**src/rtl/thre_pkg.sv**
```systemverilog
package thre_pkg;

  typedef enum logic [1:0] {
    LEN_5 = 2'd0,
    LEN_6 = 2'd1,
    LEN_7 = 2'd2,
    LEN_8 = 2'd3
  } char_len_e;

  // bits sent before the stop bit: start + data + optional parity
  function automatic int unsigned pre_stop_bits(int unsigned min_data,
                                                int unsigned len_code,
                                                logic parity);
    return 1 + min_data + len_code + (parity ? 1 : 0);
  endfunction

endpackage

```
**src/rtl/thre_empty_track.sv**
```systemverilog
module thre_empty_track #(
  parameter int CNT_W = 5
) (
  input  logic             clk,
  input  logic             rst_n,
  input  logic [CNT_W-1:0] fifo_count,
  output logic             empty,
  output logic             empty_evt,
  output logic             seen_two
);

  logic empty_q;

  assign empty     = (fifo_count == '0);
  // empty_q resets low so an empty FIFO after reset is a fresh event
  assign empty_evt = empty && !empty_q;

  always_ff @(posedge clk or negedge rst_n) begin
    if (!rst_n) begin
      empty_q  <= 1'b0;
      seen_two <= 1'b0;
    end else begin
      empty_q <= empty;
      if (empty_evt)
        seen_two <= 1'b0;
      else if (fifo_count >= CNT_W'(2))
        seen_two <= 1'b1;
    end
  end

  assert_history_clears_R4: assert property (@(posedge clk) disable iff (!rst_n)
    empty_evt |=> !seen_two);

  assert_history_sets_R4: assert property (@(posedge clk) disable iff (!rst_n)
    (fifo_count >= CNT_W'(2)) |=> seen_two);

endmodule

```
**src/rtl/thre_delay_timer.sv**
```systemverilog
module thre_delay_timer #(
  parameter int TMR_W = 4
) (
  input  logic             clk,
  input  logic             rst_n,
  input  logic             start,
  input  logic             abort,
  input  logic             tick,
  input  logic [TMR_W-1:0] target,
  output logic             busy,
  output logic             done
);

  logic [TMR_W-1:0] cnt;
  logic [TMR_W-1:0] tgt_q;

  assign done = busy && tick && !abort && ((cnt + TMR_W'(1)) == tgt_q);

  always_ff @(posedge clk or negedge rst_n) begin
    if (!rst_n) begin
      busy  <= 1'b0;
      cnt   <= '0;
      tgt_q <= '0;
    end else if (abort) begin
      busy <= 1'b0;
      cnt  <= '0;
    end else if (start) begin
      busy  <= 1'b1;
      cnt   <= '0;
      tgt_q <= target;
    end else if (busy && tick) begin
      if (done) begin
        busy <= 1'b0;
        cnt  <= '0;
      end else begin
        cnt <= cnt + TMR_W'(1);
      end
    end
  end

  assert_count_in_window_R3: assert property (@(posedge clk) disable iff (!rst_n)
    busy |-> (cnt < tgt_q));

  assert_done_ends_delay_R3: assert property (@(posedge clk) disable iff (!rst_n)
    done |=> !busy);

  assert_abort_stops_R9: assert property (@(posedge clk) disable iff (!rst_n)
    abort |=> !busy);

endmodule

```
**src/rtl/thre_irq_flag.sv**
```systemverilog
module thre_irq_flag (
  input  logic clk,
  input  logic rst_n,
  input  logic set,
  input  logic clear,
  output logic irq
);

  always_ff @(posedge clk or negedge rst_n) begin
    if (!rst_n)
      irq <= 1'b0;
    else if (clear)
      irq <= 1'b0;
    else if (set)
      irq <= 1'b1;
  end

  assert_clear_wins_R7: assert property (@(posedge clk) disable iff (!rst_n)
    clear |=> !irq);

  assert_set_lands_R2: assert property (@(posedge clk) disable iff (!rst_n)
    (set && !clear) |=> irq);

endmodule

```
**src/rtl/thre_irq_gen.sv**
```systemverilog
module thre_irq_gen #(
  parameter int FIFO_DEPTH = 16,
  parameter int MIN_DATA   = 5,
  parameter int LEN_W      = 2,
  localparam int CNT_W     = $clog2(FIFO_DEPTH + 1),
  localparam int MAX_BITS  = 1 + MIN_DATA + (1 << LEN_W) - 1 + 1,
  localparam int TMR_W     = $clog2(MAX_BITS + 1)
) (
  input  logic             clk,
  input  logic             rst_n,
  input  logic [CNT_W-1:0] fifo_count,
  input  logic             thr_wr,
  input  logic             iir_rd,
  input  logic             iir_thre_top,
  input  logic             bit_tick,
  input  logic [LEN_W-1:0] char_len,
  input  logic             parity_en,
  output logic             thre_irq
);

  import thre_pkg::*;

  logic             empty;
  logic             empty_evt;
  logic             seen_two;
  logic             tmr_busy;
  logic             tmr_done;
  logic             tmr_abort;
  logic             tmr_start;
  logic             irq_set;
  logic             irq_clear;
  logic [TMR_W-1:0] frame_target;

  assign frame_target = TMR_W'(pre_stop_bits(MIN_DATA, int'(char_len), parity_en));

  thre_empty_track #(.CNT_W(CNT_W)) u_track (
    .clk        (clk),
    .rst_n      (rst_n),
    .fifo_count (fifo_count),
    .empty      (empty),
    .empty_evt  (empty_evt),
    .seen_two   (seen_two)
  );

  // a write or a refilled FIFO cancels a pending delay
  assign tmr_abort = thr_wr || !empty;
  assign tmr_start = empty_evt && !seen_two;

  thre_delay_timer #(.TMR_W(TMR_W)) u_timer (
    .clk    (clk),
    .rst_n  (rst_n),
    .start  (tmr_start),
    .abort  (tmr_abort),
    .tick   (bit_tick),
    .target (frame_target),
    .busy   (tmr_busy),
    .done   (tmr_done)
  );

  assign irq_set   = (empty_evt && seen_two) || tmr_done;
  assign irq_clear = thr_wr || (iir_rd && iir_thre_top);

  thre_irq_flag u_flag (
    .clk   (clk),
    .rst_n (rst_n),
    .set   (irq_set),
    .clear (irq_clear),
    .irq   (thre_irq)
  );

  assert_rise_only_when_empty_R3: assert property (@(posedge clk) disable iff (!rst_n)
    $rose(thre_irq) |-> ($past(fifo_count) == '0));

  assert_write_clears_R5: assert property (@(posedge clk) disable iff (!rst_n)
    thr_wr |=> !thre_irq);

  assert_read_top_clears_R6: assert property (@(posedge clk) disable iff (!rst_n)
    (iir_rd && iir_thre_top) |=> !thre_irq);

  assert_read_not_top_keeps_R6: assert property (@(posedge clk) disable iff (!rst_n)
    (thre_irq && iir_rd && !iir_thre_top && !thr_wr) |=> thre_irq);

  assert_no_delay_when_busy_flag_low_R3: assert property (@(posedge clk) disable iff (!rst_n)
    tmr_done |-> empty);

endmodule

```
**config.mk**
```make
export PLATFORM = sky130hd
export DESIGN_NAME = thre_irq_gen
export DESIGN_NICKNAME = d
export VERILOG_FILES = /design/src/rtl/thre_pkg.sv /design/src/rtl/thre_empty_track.sv /design/src/rtl/thre_delay_timer.sv /design/src/rtl/thre_irq_flag.sv /design/src/rtl/thre_irq_gen.sv
export SDC_FILE = /design/constraint.sdc
export NUM_CORES = 1
export LEC_CHECK = 0
export ABC_AREA = 0
export BUFFER_PORTS_ARGS = -buffer_cell sky130_fd_sc_hd__buf_4
export CORE_MARGIN = 5
export CORE_UTILIZATION = 46
export DETAILED_ROUTE_END_ITERATION = 8
export PLACE_DENSITY = 0.68
export SLEW_MARGIN = 20
export SYNTH_ARGS = -nofsm -noshare
export SYNTH_HDL_FRONTEND = slang
export SYNTH_SLANG_ARGS = --single-unit
```
**constraint.sdc**
```tcl
create_clock -name clk -period 1.42 [get_ports clk]
set_input_delay 0.355 -clock clk [delete_from_list [all_inputs] [get_ports clk]]
set_output_delay 0.355 -clock clk [all_outputs]
set_load 0.02 [all_outputs]
```
# After elaboration in Yosys (flattened, before gate mapping)
# Index checks and enable logic that the tools add are counted.
[word_totals]
out_inout_bits = 1
wordCells = 46
ff_bits = 12
[classes]
reduce_logical = 21
order_cmp = 1
addsub = 3
n_eq_ne = 1
bitwise = 1
mux = 13
[ops]
columns = ["op", "count"]
rows = [
  ["$mux 4", 4],
  ["$mux 1", 9],
  ["$logic_and 1x1->1", 7],
  ["$reduce_bool 3->1", 2],
  ["$ge 5x2->1 const B", 1],
  ["$logic_not 5->1", 1],
  ["$add 3x2->4 const A", 1],
  ["$add 4x1->4", 1],
  ["$add 4x1->4 const B", 1],
  ["$eq 4x4->1", 1],
  ["$logic_not 1->1", 4],
  ["$reduce_and 2->1", 2],
  ["$reduce_bool 2->1", 2],
  ["$logic_or 1x1->1", 3],
  ["$not 1->1", 1],
]

# Logic depth before layout (Yosys ltp)
# Gate-level depths: netlist of run 1.
[depth]
ltp_word = 10
mapped_depth = 5

# Cells and area by module
# From an unflattened synthesis of run 1, not the netlist that was laid out.
[hier_totals]
hier_cells = 63
area_unflattened_um2 = 704.4
[modules_own_cells]
columns = ["mod", "area_each_um2", "instances", "cells_per_inst", "seq_area_each_um2"]
rows = [
  ["thre_delay_timer", 503.0, 1, 43, 225.2],
  ["thre_empty_track", 86.3, 1, 7, 50.0],
  ["thre_irq_gen", 80.1, 1, 11, 0.0],
  ["thre_irq_flag", 35.0, 1, 2, 25.0],
]

# Worst setup path after synthesis of run 1
# Ideal clock, no wire load.
[synth_timing]
path_kind = "in2reg"
from = "input port fifo_count[4]"
to = "register u_timer.tgt_q[0]"
setup_slack_ns = -0.304
cell_stages = 3
required_ns = 1.295
arrival_ns = 1.599
path_cell_list = "or4_4 -> nor4_4 -> mux2_2"
[synth_between]
elab_chain_cells = 5
word_cells_on_any_way = 7
cone_classes = "bitwise: 1; reduce/logical: 6"
[synth_lines]
columns = ["item", "line", "rtl"]
rows = [
  ["from (decl)", "thre_irq_gen.sv:11", "input logic [CNT_W-1:0] fifo_count,"],
  ["$logic_not 5->1 *", "thre_empty_track.sv:14", "assign empty = (fifo_count == '0);"],
  ["$logic_not 1->1", "thre_irq_gen.sv:46", "assign tmr_abort = thr_wr || !empty;"],
  ["$logic_or 1x1->1", "thre_irq_gen.sv:46", ""],
  ["$not 1->1 (no line)", "n/a", ""],
  ["$reduce_and 2->1 (no line) *", "n/a", ""],
  ["to (signal assigned)", "thre_delay_timer.sv:30", "tgt_q <= target;"],
  ["to (decl)", "thre_delay_timer.sv:15", "logic [TMR_W-1:0] tgt_q;"],
]
# Mark *: on every way between the ends. The rest lies on a longest branch, timed or not.
# A chain may end at the register's enable or synchronous reset.

# Final worst setup path of run 1
[layout_timing]
from = "input port fifo_count[1]"
to = "register u_timer.tgt_q[1]"
# Same word-level chain as after synthesis.

==> run_summary.xml, run 1 <==
<?xml version="1.0" encoding="UTF-8"?>
<metrics>
  <group name="global_routing">
    <metric name="grt_start_max_net_pins" unit="">13</metric>
    <metric name="grt_overflow_total" unit="">0</metric>
    <metric name="antenna_found_initial" unit="">0</metric>
    <metric name="global_route_wire_length_before_repair" unit="um">2870</metric>
    <metric name="first_global_vias" unit="">682</metric>
    <metric name="globalRouteTotalUtil" unit="%">14.9</metric>
  </group>
  <group name="timing">
    <metric name="hold_vio_cnt_final" unit="">0</metric>
    <metric name="achievable-frequency" unit="GHz">0.686</metric>
    <metric name="timing.max_slew.rel_slack" unit="%">77.4</metric>
    <metric name="min_period_over_period" unit="%">103</metric>
    <metric name="final-max-slew-violation-count" unit="">0</metric>
    <metric name="worst_hold_slack" unit="ps">397</metric>
    <metric name="setup-violations-final" unit="">6</metric>
    <metric name="clock-skew-final" unit="ps">3.31</metric>
    <metric name="period_needed" unit="ps">1460</metric>
    <metric name="post-route-worst-setup-slack" unit="ps">-36.9</metric>
    <metric name="worst_slew_pin_slew" unit="ps">336</metric>
    <metric name="rsz0062_at_grt" unit="">yes</metric>
  </group>
  <group name="finish">
    <metric name="final_cells" unit="">112</metric>
    <metric name="multi_input_area" unit="um^2">442</metric>
    <metric name="layout-drive-gt1-share" unit="%">49.5</metric>
    <metric name="fillCellCount" unit="">95</metric>
    <metric name="layout-area-overhead-vs-synth" unit="%">51.0</metric>
    <metric name="antenna-diode-count" unit="">0</metric>
    <metric name="finish.net_count" unit="">115</metric>
    <metric name="regArea" unit="um^2">302</metric>
  </group>
  <group name="floorplanning">
    <metric name="num_rows" unit="">13</metric>
    <metric name="number_of_top_level_pins" unit="">15</metric>
    <metric name="floorplan.die_area" unit="mm^2">0.00235</metric>
    <metric name="die_width" unit="um">48.4</metric>
    <metric name="effective_utilization_at_floorplan" unit="%">50.3</metric>
    <metric name="floorplan.die.height" unit="um">48.4</metric>
    <metric name="core_area" unit="mm^2">0.00135</metric>
  </group>
  <group name="power">
    <metric name="total_leakage_power" unit="nW">0.471</metric>
    <metric name="vdd_ir_drop_max" unit="mV">0.453</metric>
    <metric name="power-per-cell-area" unit="mW/mm^2">687</metric>
  </group>
  <group name="setup_path">
    <metric name="critical_path.reg2reg.startpoint" unit="">u_timer.cnt[0]</metric>
    <metric name="cpPeakStageDelay" unit="ps">530</metric>
    <metric name="required" unit="ps">1610</metric>
    <metric name="worst_setup_path_endpoint" unit="">u_timer.tgt_q[1]</metric>
    <metric name="crit_path_top_delay_cell" unit="">or4_4</metric>
    <metric name="cell_count_along_the_critical_path" unit="">5</metric>
    <metric name="timing.reg2reg.worst_path_depth" unit="">5</metric>
    <metric name="critPathArrivalTime" unit="ps">1650</metric>
    <metric name="setup.worst_path.class" unit="">primary input to flip-flop</metric>
    <metric name="timing.critical_path.from" unit="">fifo_count[1]</metric>
    <metric name="cp_max_fo" unit="">3</metric>
    <metric name="timing.reg2reg.setup_slack" unit="ps">-30</metric>
    <metric name="cp.buffers_inverters" unit="">2</metric>
    <metric name="path_delay_family" unit="">simple AND/OR/NAND/NOR gates</metric>
    <metric name="setup.worst_path.end_class" unit="">flip-flop</metric>
    <metric name="worst_setup_path_start_kind" unit="">primary input</metric>
    <metric name="r2r-end" unit="">u_timer.cnt[1]</metric>
    <metric name="critical-path-top-cell-by-count" unit="">buf_4</metric>
    <metric name="crit_chain" unit="">buf_4 -&gt; or4_4 -&gt; nor4_4 -&gt; buf_4 -&gt; mux2i_1</metric>
  </group>
  <group name="run_status">
    <metric name="violations" unit="">setup timing</metric>
    <metric name="outcome" unit="">finished with violations</metric>
  </group>
  <group name="clock_network">
    <metric name="cts_buffers" unit="">3</metric>
    <metric name="htree_levels" unit="">1</metric>
    <metric name="cts_root_buf" unit="">clkbuf_4</metric>
    <metric name="maximum_number_of_buffers_from_clock_root_to_sink" unit="">2</metric>
    <metric name="worst_skew_pair.late_latency" unit="ps">270</metric>
    <metric name="tritoncts_num_sinks" unit="">12</metric>
    <metric name="clkTransAtPathRegs" unit="ps">80</metric>
    <metric name="cts_tree" unit="">built</metric>
  </group>
  <group name="logic_synthesis">
    <metric name="synth.most_common_cell" unit="">dfrtp_1</metric>
    <metric name="asyncSetResetFlopFracSynth" unit="%">100</metric>
    <metric name="synth_top_cell_area_share" unit="%">44.2</metric>
    <metric name="postSynthCellCount" unit="">65</metric>
    <metric name="flop_and_latch_count_out_of_synthesis" unit="">12</metric>
    <metric name="ys_types" unit="">29</metric>
    <metric name="synth_ff_type" unit="">dfrtp_1</metric>
    <metric name="yosysTopAreaCell" unit="">dfrtp_1</metric>
    <metric name="seq_area_frac_synth" unit="%">44.2</metric>
    <metric name="avgSynthCellArea" unit="um^2">10.5</metric>
    <metric name="synth.top_cells.by_area" unit="">dfrtp_1 44%, ha_1 5.5%, xor2_1 5.2%</metric>
    <metric name="mappedNetlistArea" unit="um^2">679</metric>
    <metric name="synth-warning-count" unit="">0</metric>
    <metric name="synth_common_cells" unit="">12 x dfrtp_1, 8 x nand2_1, 5 x a21oi_1</metric>
    <metric name="synth_edf_count" unit="">0</metric>
    <metric name="syn_nets" unit="">82</metric>
  </group>
  <group name="route">
    <metric name="wl_final" unit="um">1530</metric>
    <metric name="drt_drc_violations_left" unit="">0</metric>
    <metric name="viasPerCell" unit="">5.31</metric>
    <metric name="via_count" unit="">595</metric>
    <metric name="first_iter_violations" unit="">13</metric>
    <metric name="detail-route-antenna-nets" unit="">0</metric>
    <metric name="routedWlPerCell" unit="um">13.7</metric>
    <metric name="drt_pre_antenna_iters" unit="">4</metric>
  </group>
  <group name="placed_design">
    <metric name="dp.final_hpwl" unit="um">1180</metric>
    <metric name="placement.setup.worst_slack" unit="ps">-398</metric>
    <metric name="post-place-cells" unit="">102</metric>
    <metric name="globalplace.congestion" unit="">0.800</metric>
    <metric name="port_buffers" unit="">14</metric>
  </group>
  <group name="hold_path">
    <metric name="timing.hold.worst.start" unit="">iir_thre_top</metric>
    <metric name="worst_hold_path_type" unit="">primary input to flip-flop</metric>
  </group>
  <group name="flow_run">
    <metric name="drv.max_cap_violation_count" unit="">0</metric>
  </group>
</metrics>
## worst min path at each step
stage	endpoint	slack [ps]	cells after the start
final	u_flag.irq	400	4
after global routing	u_timer.busy	400	3
after CTS	u_flag.irq	400	4
after detailed placement	u_timer.tgt_q[3]	210	1
after global placement	u_timer.tgt_q[3]	200	1
after floorplan	u_flag.irq	60	0
## area by class of cell
cell class / instances / share of cell area [%]
timing repair buffer: 28 / 21.1
clock buffer: 4 / 3.54
inverter: 3 / 1.10
multi-input combinational: 50 / 43.0
tap: 15 / 1.83
sequential: 12 / 29.4
## placed cells by master, fill, tap and decap left out, types with 2 or more instances in the layout
master     n
buf_4     26
dfrtp_1   11
nand2_1    7
inv_1      3
xor2_1     3
a21oi_1    3
clkbuf_4   3
nor2_2     2
nor2_1     2
a21oi_2    2
o21ai_1    2
mux2_4     2
ha_1       2
## routing by layer
layer  track usage [%]  up-vias  wire length, um  share of wire (%)
met2              25.0       15              802                 52
met4              4.15        0               12               0.78
li1                  -      297                -                  -
met1              19.0      281              656                 43
met5                 0        -                0                  0
met3              3.06        2               64                4.2
## cells by family (layout without fill, tap and decap cells)
| family | Yosys count | in the layout | share of synthesized area, % |
|---|---|---|---|
| flip-flops | 12 | 12 | 44.2 |
| XOR/XNOR | 7 | 7 | 11.0 |
| adder cells (fa/ha/maj) | 3 | 3 | 5.53 |
| buffers and inverters | 3 | 35 | 1.66 |
| AND/OR/NAND/NOR | 23 | 23 | 20.1 |
| multiplexers | 3 | 3 | 4.79 |
| AO/OA/AOI/OAI | 14 | 14 | 12.7 |
## power by group
| group | internal (mW) | switching, mW | total (mW) |
|---|---|---|---|
| sequential | 0.345 | 0.00355 | 0.349 |
| clock | 0.155 | 0.120 | 0.276 |
| combinational | 0.0452 | 0.0345 | 0.0798 |
## registers in the layout, indices dropped and copies added (netlist names)
| signal | flops |
|---|---|
| u_timer.cnt | 4 |
| u_track.seen_two | 1 |
| u_flag.irq | 1 |
| u_timer.tgt_q | 4 |
| u_timer.busy | 1 |
| u_track.empty_q | 1 |
## tightest hold or removal path: stages
cell     delay (ps)
buf_4            80
a21oi_1          80
nand2_1          70
o31ai_1          50
## metrics by stage
stage | area [um^2] | util, % | total power [mW] | TNS, ps
finish | 1030 | 76.0 | 0.704 | -117
detailed placement | 876 | 64.9 | 0.424 | -3480
CTS | 1000 | 74.3 | 0.711 | -71.3
floorplan | 692 | - | 0.377 | -843
global placement | 876 | 64.9 | 0.421 | -3200
global route | 1030 | 76.0 | 0.748 | -659
## repair_timing
action	in CTS	in global routing
endpoints found under the hold margin	12	0
hold buffers	1	0
pin swaps	10	2
gates resized for setup	13	6
gates cloned	0	0
setup endpoints to repair	10	10
buffers inserted	4	1
(Power assumes the default switching activity.)
==> inputs of run 2 (changes only) <==
CORE_UTILIZATION = 35   (was 46)
PLACE_DENSITY = 0.54   (was 0.68)
==> run 2 against run 1 <==
Against the previous run:
- the run still ends with setup timing left
- via count is 4.0% lower
- sequential share of layout area up 0.66 points
- clock power is 23% lower
- clock-buffer cell count fell by 1
- largest cell class unchanged
- fmax shrank 4.2%
==> run_summary.xml, run 2 (synthesis gave the netlist of run 1 again) <==
<?xml version="1.0" encoding="UTF-8"?>
<metrics>
  <group name="run_status">
    <metric name="outcome" unit="">finished with violations</metric>
    <metric name="violations" unit="">setup timing</metric>
  </group>
  <group name="global_routing">
    <metric name="grt_overflow_total" unit="">0</metric>
    <metric name="first_global_vias" unit="">639</metric>
    <metric name="grt_start_max_net_pins" unit="">13</metric>
    <metric name="global_route_wire_length_before_repair" unit="um">2730</metric>
    <metric name="antenna_found_initial" unit="">0</metric>
    <metric name="globalRouteTotalUtil" unit="%">13.6</metric>
  </group>
  <group name="placed_design">
    <metric name="post-place-cells" unit="">118</metric>
    <metric name="globalplace.congestion" unit="">0.783</metric>
    <metric name="dp.final_hpwl" unit="um">1200</metric>
    <metric name="port_buffers" unit="">14</metric>
  </group>
  <group name="finish">
    <metric name="finish.net_count" unit="">114</metric>
    <metric name="fillCellCount" unit="">185</metric>
    <metric name="layout-drive-gt1-share" unit="%">44.2</metric>
    <metric name="layout-area-overhead-vs-synth" unit="%">47.7</metric>
    <metric name="layout.cells.most_common_list" unit="">24 x buf_4, 11 x dfrtp_1, 7 x nand2_1</metric>
    <metric name="layout_top_registers" unit="">u_timer.cnt x4, u_timer.tgt_q x4</metric>
    <metric name="layout_commonest_cell" unit="">buf_4</metric>
    <metric name="regArea" unit="um^2">302</metric>
    <metric name="post-route-util" unit="%">52.8</metric>
    <metric name="antenna-diode-count" unit="">0</metric>
    <metric name="final_cells" unit="">122</metric>
    <metric name="multi_input_area" unit="um^2">422</metric>
  </group>
  <group name="route">
    <metric name="viasPerCell" unit="">4.68</metric>
    <metric name="wl_final" unit="um">1550</metric>
    <metric name="detail-route-antenna-nets" unit="">0</metric>
    <metric name="first_iter_violations" unit="">6</metric>
    <metric name="drt_pre_antenna_iters" unit="">4</metric>
    <metric name="drt_drc_violations_left" unit="">0</metric>
    <metric name="routedWlPerCell" unit="um">12.7</metric>
    <metric name="via_count" unit="">571</metric>
  </group>
  <group name="power">
    <metric name="fin_total_pwr" unit="mW">0.640</metric>
    <metric name="power_switching" unit="mW">0.150</metric>
    <metric name="p_seq_share" unit="%">54.5</metric>
    <metric name="combPwrFrac" unit="%">12.3</metric>
    <metric name="cell_internal_pwr" unit="mW">0.490</metric>
    <metric name="power-per-cell-area" unit="mW/mm^2">638</metric>
    <metric name="power.clock.fraction" unit="%">33.2</metric>
    <metric name="vdd_ir_drop_max" unit="mV">0.492</metric>
    <metric name="total_leakage_power" unit="nW">0.458</metric>
    <metric name="power_switching_share" unit="%">23.4</metric>
  </group>
  <group name="floorplanning">
    <metric name="number_of_top_level_pins" unit="">15</metric>
    <metric name="core_area" unit="mm^2">0.00190</metric>
    <metric name="die_width" unit="um">54.1</metric>
    <metric name="floorplan.die_area" unit="mm^2">0.00292</metric>
    <metric name="num_rows" unit="">16</metric>
    <metric name="effective_utilization_at_floorplan" unit="%">35.7</metric>
    <metric name="floorplan.die.height" unit="um">54.1</metric>
  </group>
  <group name="timing">
    <metric name="hold_vio_cnt_final" unit="">0</metric>
    <metric name="timing.max_slew.rel_slack" unit="%">77.9</metric>
    <metric name="min_period_over_period" unit="%">107</metric>
    <metric name="post-route-worst-setup-slack" unit="ps">-101</metric>
    <metric name="clock-skew-final" unit="ps">4.63</metric>
    <metric name="rsz0062_at_grt" unit="">yes</metric>
    <metric name="period_needed" unit="ps">1520</metric>
    <metric name="worst_slew_pin_slew" unit="ps">329</metric>
    <metric name="setup-violations-final" unit="">8</metric>
    <metric name="achievable-frequency" unit="GHz">0.658</metric>
    <metric name="final-max-slew-violation-count" unit="">0</metric>
  </group>
  <group name="clock_network">
    <metric name="cts_buffers" unit="">3</metric>
    <metric name="cts_tree" unit="">built</metric>
    <metric name="tritoncts_num_sinks" unit="">12</metric>
    <metric name="clkTransAtPathRegs" unit="ps">80</metric>
    <metric name="maximum_number_of_buffers_from_clock_root_to_sink" unit="">2</metric>
    <metric name="cts_root_buf" unit="">clkbuf_4</metric>
    <metric name="worst_skew_pair.late_latency" unit="ps">270</metric>
    <metric name="postCtsSetupRepairBufs" unit="">0</metric>
    <metric name="htree_levels" unit="">1</metric>
  </group>
  <group name="hold_path">
    <metric name="worst_hold_path_type" unit="">primary input to flip-flop</metric>
    <metric name="timing.hold.worst.start" unit="">fifo_count[0]</metric>
  </group>
  <group name="setup_path">
    <metric name="setup.worst_path.end_class" unit="">flip-flop</metric>
    <metric name="critPathArrivalTime" unit="ps">1680</metric>
    <metric name="cp.buffers_inverters" unit="">1</metric>
    <metric name="crit_path_top_delay_cell" unit="">or4_4</metric>
    <metric name="cpPeakStageDelay" unit="ps">560</metric>
    <metric name="timing.critical_path.from" unit="">fifo_count[4]</metric>
    <metric name="worst_setup_path_start_kind" unit="">primary input</metric>
    <metric name="crit_chain" unit="">buf_6 -&gt; or4_4 -&gt; nor4_4 -&gt; mux2_4</metric>
    <metric name="path_delay_family" unit="">simple AND/OR/NAND/NOR gates</metric>
    <metric name="cp_max_fo" unit="">4</metric>
    <metric name="setup.worst_path.class" unit="">primary input to flip-flop</metric>
    <metric name="critical_path.reg2reg.startpoint" unit="">u_timer.cnt[0]</metric>
    <metric name="required" unit="ps">1580</metric>
  </group>
  <group name="flow_run">
    <metric name="drv.max_cap_violation_count" unit="">0</metric>
  </group>
</metrics>
## run 2: per-layer routing
| metal | GRT usage (%) | part of all wire [%] | up-vias |
|---|---|---|---|
| li1 | - | - | 290 |
| met2 | 21.8 | 49 | 17 |
| met1 | 15.6 | 44 | 260 |
| met5 | 0 | 0 | - |
| met4 | 9.54 | 2.3 | 0 |
| met3 | 3.60 | 4.5 | 4 |
## run 2: cell type report
| class | instances | share of cell area, % |
|---|---|---|
| multi-input combinational | 50 | 42.0 |
| tap | 27 | 3.37 |
| sequential | 12 | 30.0 |
| timing repair buffer | 27 | 21.2 |
| clock buffer | 3 | 2.24 |
| inverter | 3 | 1.12 |
## run 2: tightest hold or removal path, delay by kind of cell
kind	cells	cell delay, ps
buf+inv	1	110
simple gates	1	60
compound gates	1	70
## run 2: final timing paths
| check | depth (start not counted) | to | slack, ps |
|---|---|---|---|
| worst min-delay path | 3 | u_track.seen_two | 360 |
| min in group asynchronous | 2 | u_timer.cnt[2] | 450 |
| worst min register to register | 2 | u_flag.irq | 540 |
| worst max-delay path | 4 | u_timer.tgt_q[2] | -100 |
| max in group asynchronous | 2 | u_timer.cnt[0] | 790 |
| worst max register to register | 5 | u_timer.cnt[1] | -80 |
## run 2: timing repair
item | 4_1_cts | 5_1_grt
hold endpoints to repair | 12 | 0
resized for setup | 8 | 6
setup endpoints to repair | 9 | 10
hold buffers | 1 | 0
pin swaps | 10 | 3
## run 2: power by group through the flow
stage	logic, mW	clock network, mW	registers [mW]
floorplan	0.0213	0	0.355
finish	0.0785	0.213	0.349
detailed placement	0.0713	0	0.355
global placement	0.0710	0	0.355
CTS	0.0772	0.226	0.349
global route	0.0866	0.242	0.350
## run 2: metrics by stage
stage	area (um^2)	TNS (ps)	setup WS, ps	hold WS [ps]
2_1_floorplan	692	-843	-304	59.4
6_report	1000	-485	-101	357
3_3_place_gp	921	-2760	-364	208
4_1_cts	977	-439	-74.4	346
5_1_grt	1000	-929	-146	386
3_5_place_dp	921	-2860	-396	209
==> inputs of run 3 (changes only) <==
==> constraint.sdc (replaced) <==
create_clock -name clk -period 1.42 [get_ports clk]
set_input_delay 0.071 -clock clk [delete_from_list [all_inputs] [get_ports clk]]
set_output_delay 0.071 -clock clk [all_outputs]
set_load 0.02 [all_outputs]
==> run 3 against run 2 <==
Against the previous run:
- the run still ends with setup timing left
- largest power group unchanged
- register-to-register slack is essentially flat
- critical endpoint is now u_timer.cnt[3]
- die area is the same
- non-clock buffer count grew 5
- clock skew shrank 4.0 ps
==> run_summary.xml, run 3 (synthesis gave the netlist of run 1 again) <==
<?xml version="1.0" encoding="UTF-8"?>
<metrics>
  <group name="run_status">
    <metric name="outcome" unit="">finished with violations</metric>
    <metric name="violations" unit="">setup timing</metric>
  </group>
  <group name="timing">
    <metric name="clock-skew-final" unit="ps">0.630</metric>
    <metric name="rsz0062_at_grt" unit="">yes</metric>
    <metric name="timing.max_slew.rel_slack" unit="%">78.2</metric>
    <metric name="worst_slew_pin_slew" unit="ps">325</metric>
    <metric name="post-route-worst-setup-slack" unit="ps">-90.0</metric>
    <metric name="hold_vio_cnt_final" unit="">0</metric>
    <metric name="achievable-frequency" unit="GHz">0.662</metric>
    <metric name="setup-tns-final" unit="ps">-156</metric>
    <metric name="setup-violations-final" unit="">3</metric>
    <metric name="period_needed" unit="ps">1510</metric>
    <metric name="min_period_over_period" unit="%">106</metric>
    <metric name="final-max-slew-violation-count" unit="">0</metric>
  </group>
  <group name="placed_design">
    <metric name="port_buffers" unit="">14</metric>
    <metric name="dp.final_hpwl" unit="um">1220</metric>
    <metric name="placement.setup.worst_slack" unit="ps">-147</metric>
    <metric name="globalplace.congestion" unit="">0.737</metric>
    <metric name="post-place-cells" unit="">120</metric>
  </group>
  <group name="setup_path">
    <metric name="path_delay_family" unit="">flip-flops</metric>
    <metric name="setup.worst_path.class" unit="">flip-flop to flip-flop</metric>
    <metric name="setup.worst_path.end_class" unit="">flip-flop</metric>
    <metric name="cp_max_fo" unit="">4</metric>
    <metric name="r2r-end" unit="">u_timer.cnt[3]</metric>
    <metric name="cpPeakStageDelay" unit="ps">450</metric>
    <metric name="cp.buffers_inverters" unit="">1</metric>
    <metric name="worst_setup_path_start_kind" unit="">flip-flop</metric>
    <metric name="timing.reg2reg.setup_slack" unit="ps">-90</metric>
    <metric name="crit_chain" unit="">ha_4 -&gt; xnor2_2 -&gt; buf_4 -&gt; and4_1 -&gt; a22o_1 -&gt; a21oi_1</metric>
    <metric name="timing.reg2reg.worst_path_depth" unit="">6</metric>
    <metric name="crit_path_top_delay_cell" unit="">dfrtp_2</metric>
    <metric name="critical_path.reg2reg.startpoint" unit="">u_timer.cnt[0]</metric>
    <metric name="critPathArrivalTime" unit="ps">1720</metric>
    <metric name="required" unit="ps">1630</metric>
  </group>
  <group name="power">
    <metric name="fin_total_pwr" unit="mW">0.715</metric>
    <metric name="total_leakage_power" unit="nW">0.488</metric>
    <metric name="power-per-cell-area" unit="mW/mm^2">691</metric>
    <metric name="vdd_ir_drop_max" unit="mV">0.529</metric>
  </group>
  <group name="clock_network">
    <metric name="htree_levels" unit="">1</metric>
    <metric name="tritoncts_num_sinks" unit="">12</metric>
    <metric name="clkTransAtPathRegs" unit="ps">80</metric>
    <metric name="maximum_number_of_buffers_from_clock_root_to_sink" unit="">2</metric>
    <metric name="cts_root_buf" unit="">clkbuf_4</metric>
    <metric name="cts_buffers" unit="">3</metric>
    <metric name="worst_skew_pair.late_latency" unit="ps">280</metric>
    <metric name="cts_tree" unit="">built</metric>
  </group>
  <group name="global_routing">
    <metric name="globalRouteTotalUtil" unit="%">13.8</metric>
    <metric name="global_route_wire_length_before_repair" unit="um">2810</metric>
    <metric name="grt_start_max_net_pins" unit="">13</metric>
    <metric name="grt_overflow_total" unit="">0</metric>
    <metric name="first_global_vias" unit="">641</metric>
    <metric name="antenna_found_initial" unit="">0</metric>
  </group>
  <group name="finish">
    <metric name="finish.net_count" unit="">119</metric>
    <metric name="layout.cells.most_common_list" unit="">31 x buf_4, 11 x dfrtp_1, 8 x nand2_1</metric>
    <metric name="layout_top_registers" unit="">u_timer.cnt x4, u_timer.tgt_q x4</metric>
    <metric name="antenna-diode-count" unit="">0</metric>
    <metric name="final_cells" unit="">128</metric>
    <metric name="layout-area-overhead-vs-synth" unit="%">52.3</metric>
    <metric name="layout_commonest_cell" unit="">buf_4</metric>
    <metric name="layout-drive-gt1-share" unit="%">44.6</metric>
  </group>
  <group name="hold_path">
    <metric name="worst_hold_path_type" unit="">primary input to flip-flop</metric>
    <metric name="hold_end" unit="">u_track.seen_two</metric>
    <metric name="hold_path_depth" unit="">3</metric>
    <metric name="timing.hold.worst.start" unit="">fifo_count[0]</metric>
  </group>
  <group name="flow_run">
    <metric name="drv.max_cap_violation_count" unit="">0</metric>
  </group>
  <group name="floorplanning">
    <metric name="die_width" unit="um">54.1</metric>
    <metric name="core_area" unit="mm^2">0.00190</metric>
    <metric name="num_rows" unit="">16</metric>
    <metric name="effective_utilization_at_floorplan" unit="%">35.7</metric>
    <metric name="floorplan.die.height" unit="um">54.1</metric>
    <metric name="floorplan.die_area" unit="mm^2">0.00292</metric>
    <metric name="number_of_top_level_pins" unit="">15</metric>
  </group>
  <group name="route">
    <metric name="wl_final" unit="um">1620</metric>
    <metric name="drt_pre_antenna_iters" unit="">4</metric>
    <metric name="met2_wirelength" unit="um">781</metric>
    <metric name="drt_drc_violations_left" unit="">0</metric>
    <metric name="highest_layer" unit="">met4</metric>
    <metric name="via_count" unit="">600</metric>
    <metric name="routedWlPerCell" unit="um">12.6</metric>
    <metric name="detail-route-antenna-nets" unit="">0</metric>
    <metric name="first_iter_violations" unit="">7</metric>
    <metric name="viasPerCell" unit="">4.69</metric>
    <metric name="wirelength_met1" unit="um">717</metric>
    <metric name="met3WireLength" unit="um">83</metric>
  </group>
</metrics>
-- run 3: cell types whose count changed in the layout (fill, tap and decap cells not counted), sizes merged --
cell    delta
clkbuf     +1
buf        +5
-- run 3: repair_timing --
item / in CTS / in global routing
setup endpoints to repair: 7 / 10
endpoints found under the hold margin: 12 / 0
hold buffers: 1 / 0
buffers inserted: 2 / 1
gates resized for setup: 5 / 5
pin swaps: 9 / 6
-- run 3: power breakdown --
group / leakage (nW) / internal, mW / switching [mW]
logic: 0.311 / 0.0469 / 0.0329
clock network: 0.0210 / 0.156 / 0.131
registers: 0.155 / 0.345 / 0.00317
-- run 3: area by class of cell --
type | instances | area, um^2
Fill cell | 188 | 867
Multi-Input combinational cell | 50 | 409
Clock buffer | 4 | 36.3
Sequential cell | 12 | 302
Timing Repair Buffer | 32 | 243
Tap cell | 27 | 33.8
Inverter | 3 | 11.3
-- run 3: how the worst max path moves through the flow --
| stage | from | endpoint | depth (start not counted) |
|---|---|---|---|
| after floorplan | fifo_count[4] | u_timer.tgt_q[0] | 3 |
| after global placement | fifo_count[4] | u_timer.tgt_q[2] | 4 |
| after detailed placement | fifo_count[4] | u_timer.tgt_q[0] | 4 |
| after CTS | u_timer.cnt[0] | u_timer.cnt[1] | 5 |
| after global routing | u_timer.cnt[0] | u_timer.cnt[1] | 5 |
| final | u_timer.cnt[0] | u_timer.cnt[3] | 6 |
-- run 3: worst reg2reg max path: stages (launching register included) --
cell and delay (ps):
dfrtp_2 450, ha_4 240, xnor2_2 130, buf_4 130
and4_1 160, a22o_1 210, a21oi_1 110
-- run 3: per-layer routing --
layer,up-vias,GRT usage (%)
li1,307,-
met1,274,16.3
met2,14,22.4
met3,5,4.16
met4,0,7.47
met5,-,0
-- run 3: per-stage QoR --
stage	utilization, %	instance area (um^2)	hold slack [ps]
floorplan	-	692	-225
global placement	49.2	936	-74.2
detailed placement	49.2	936	-72.6
CTS	53.4	1020	67.7
global route	54.4	1030	101
finish	54.4	1030	72.7
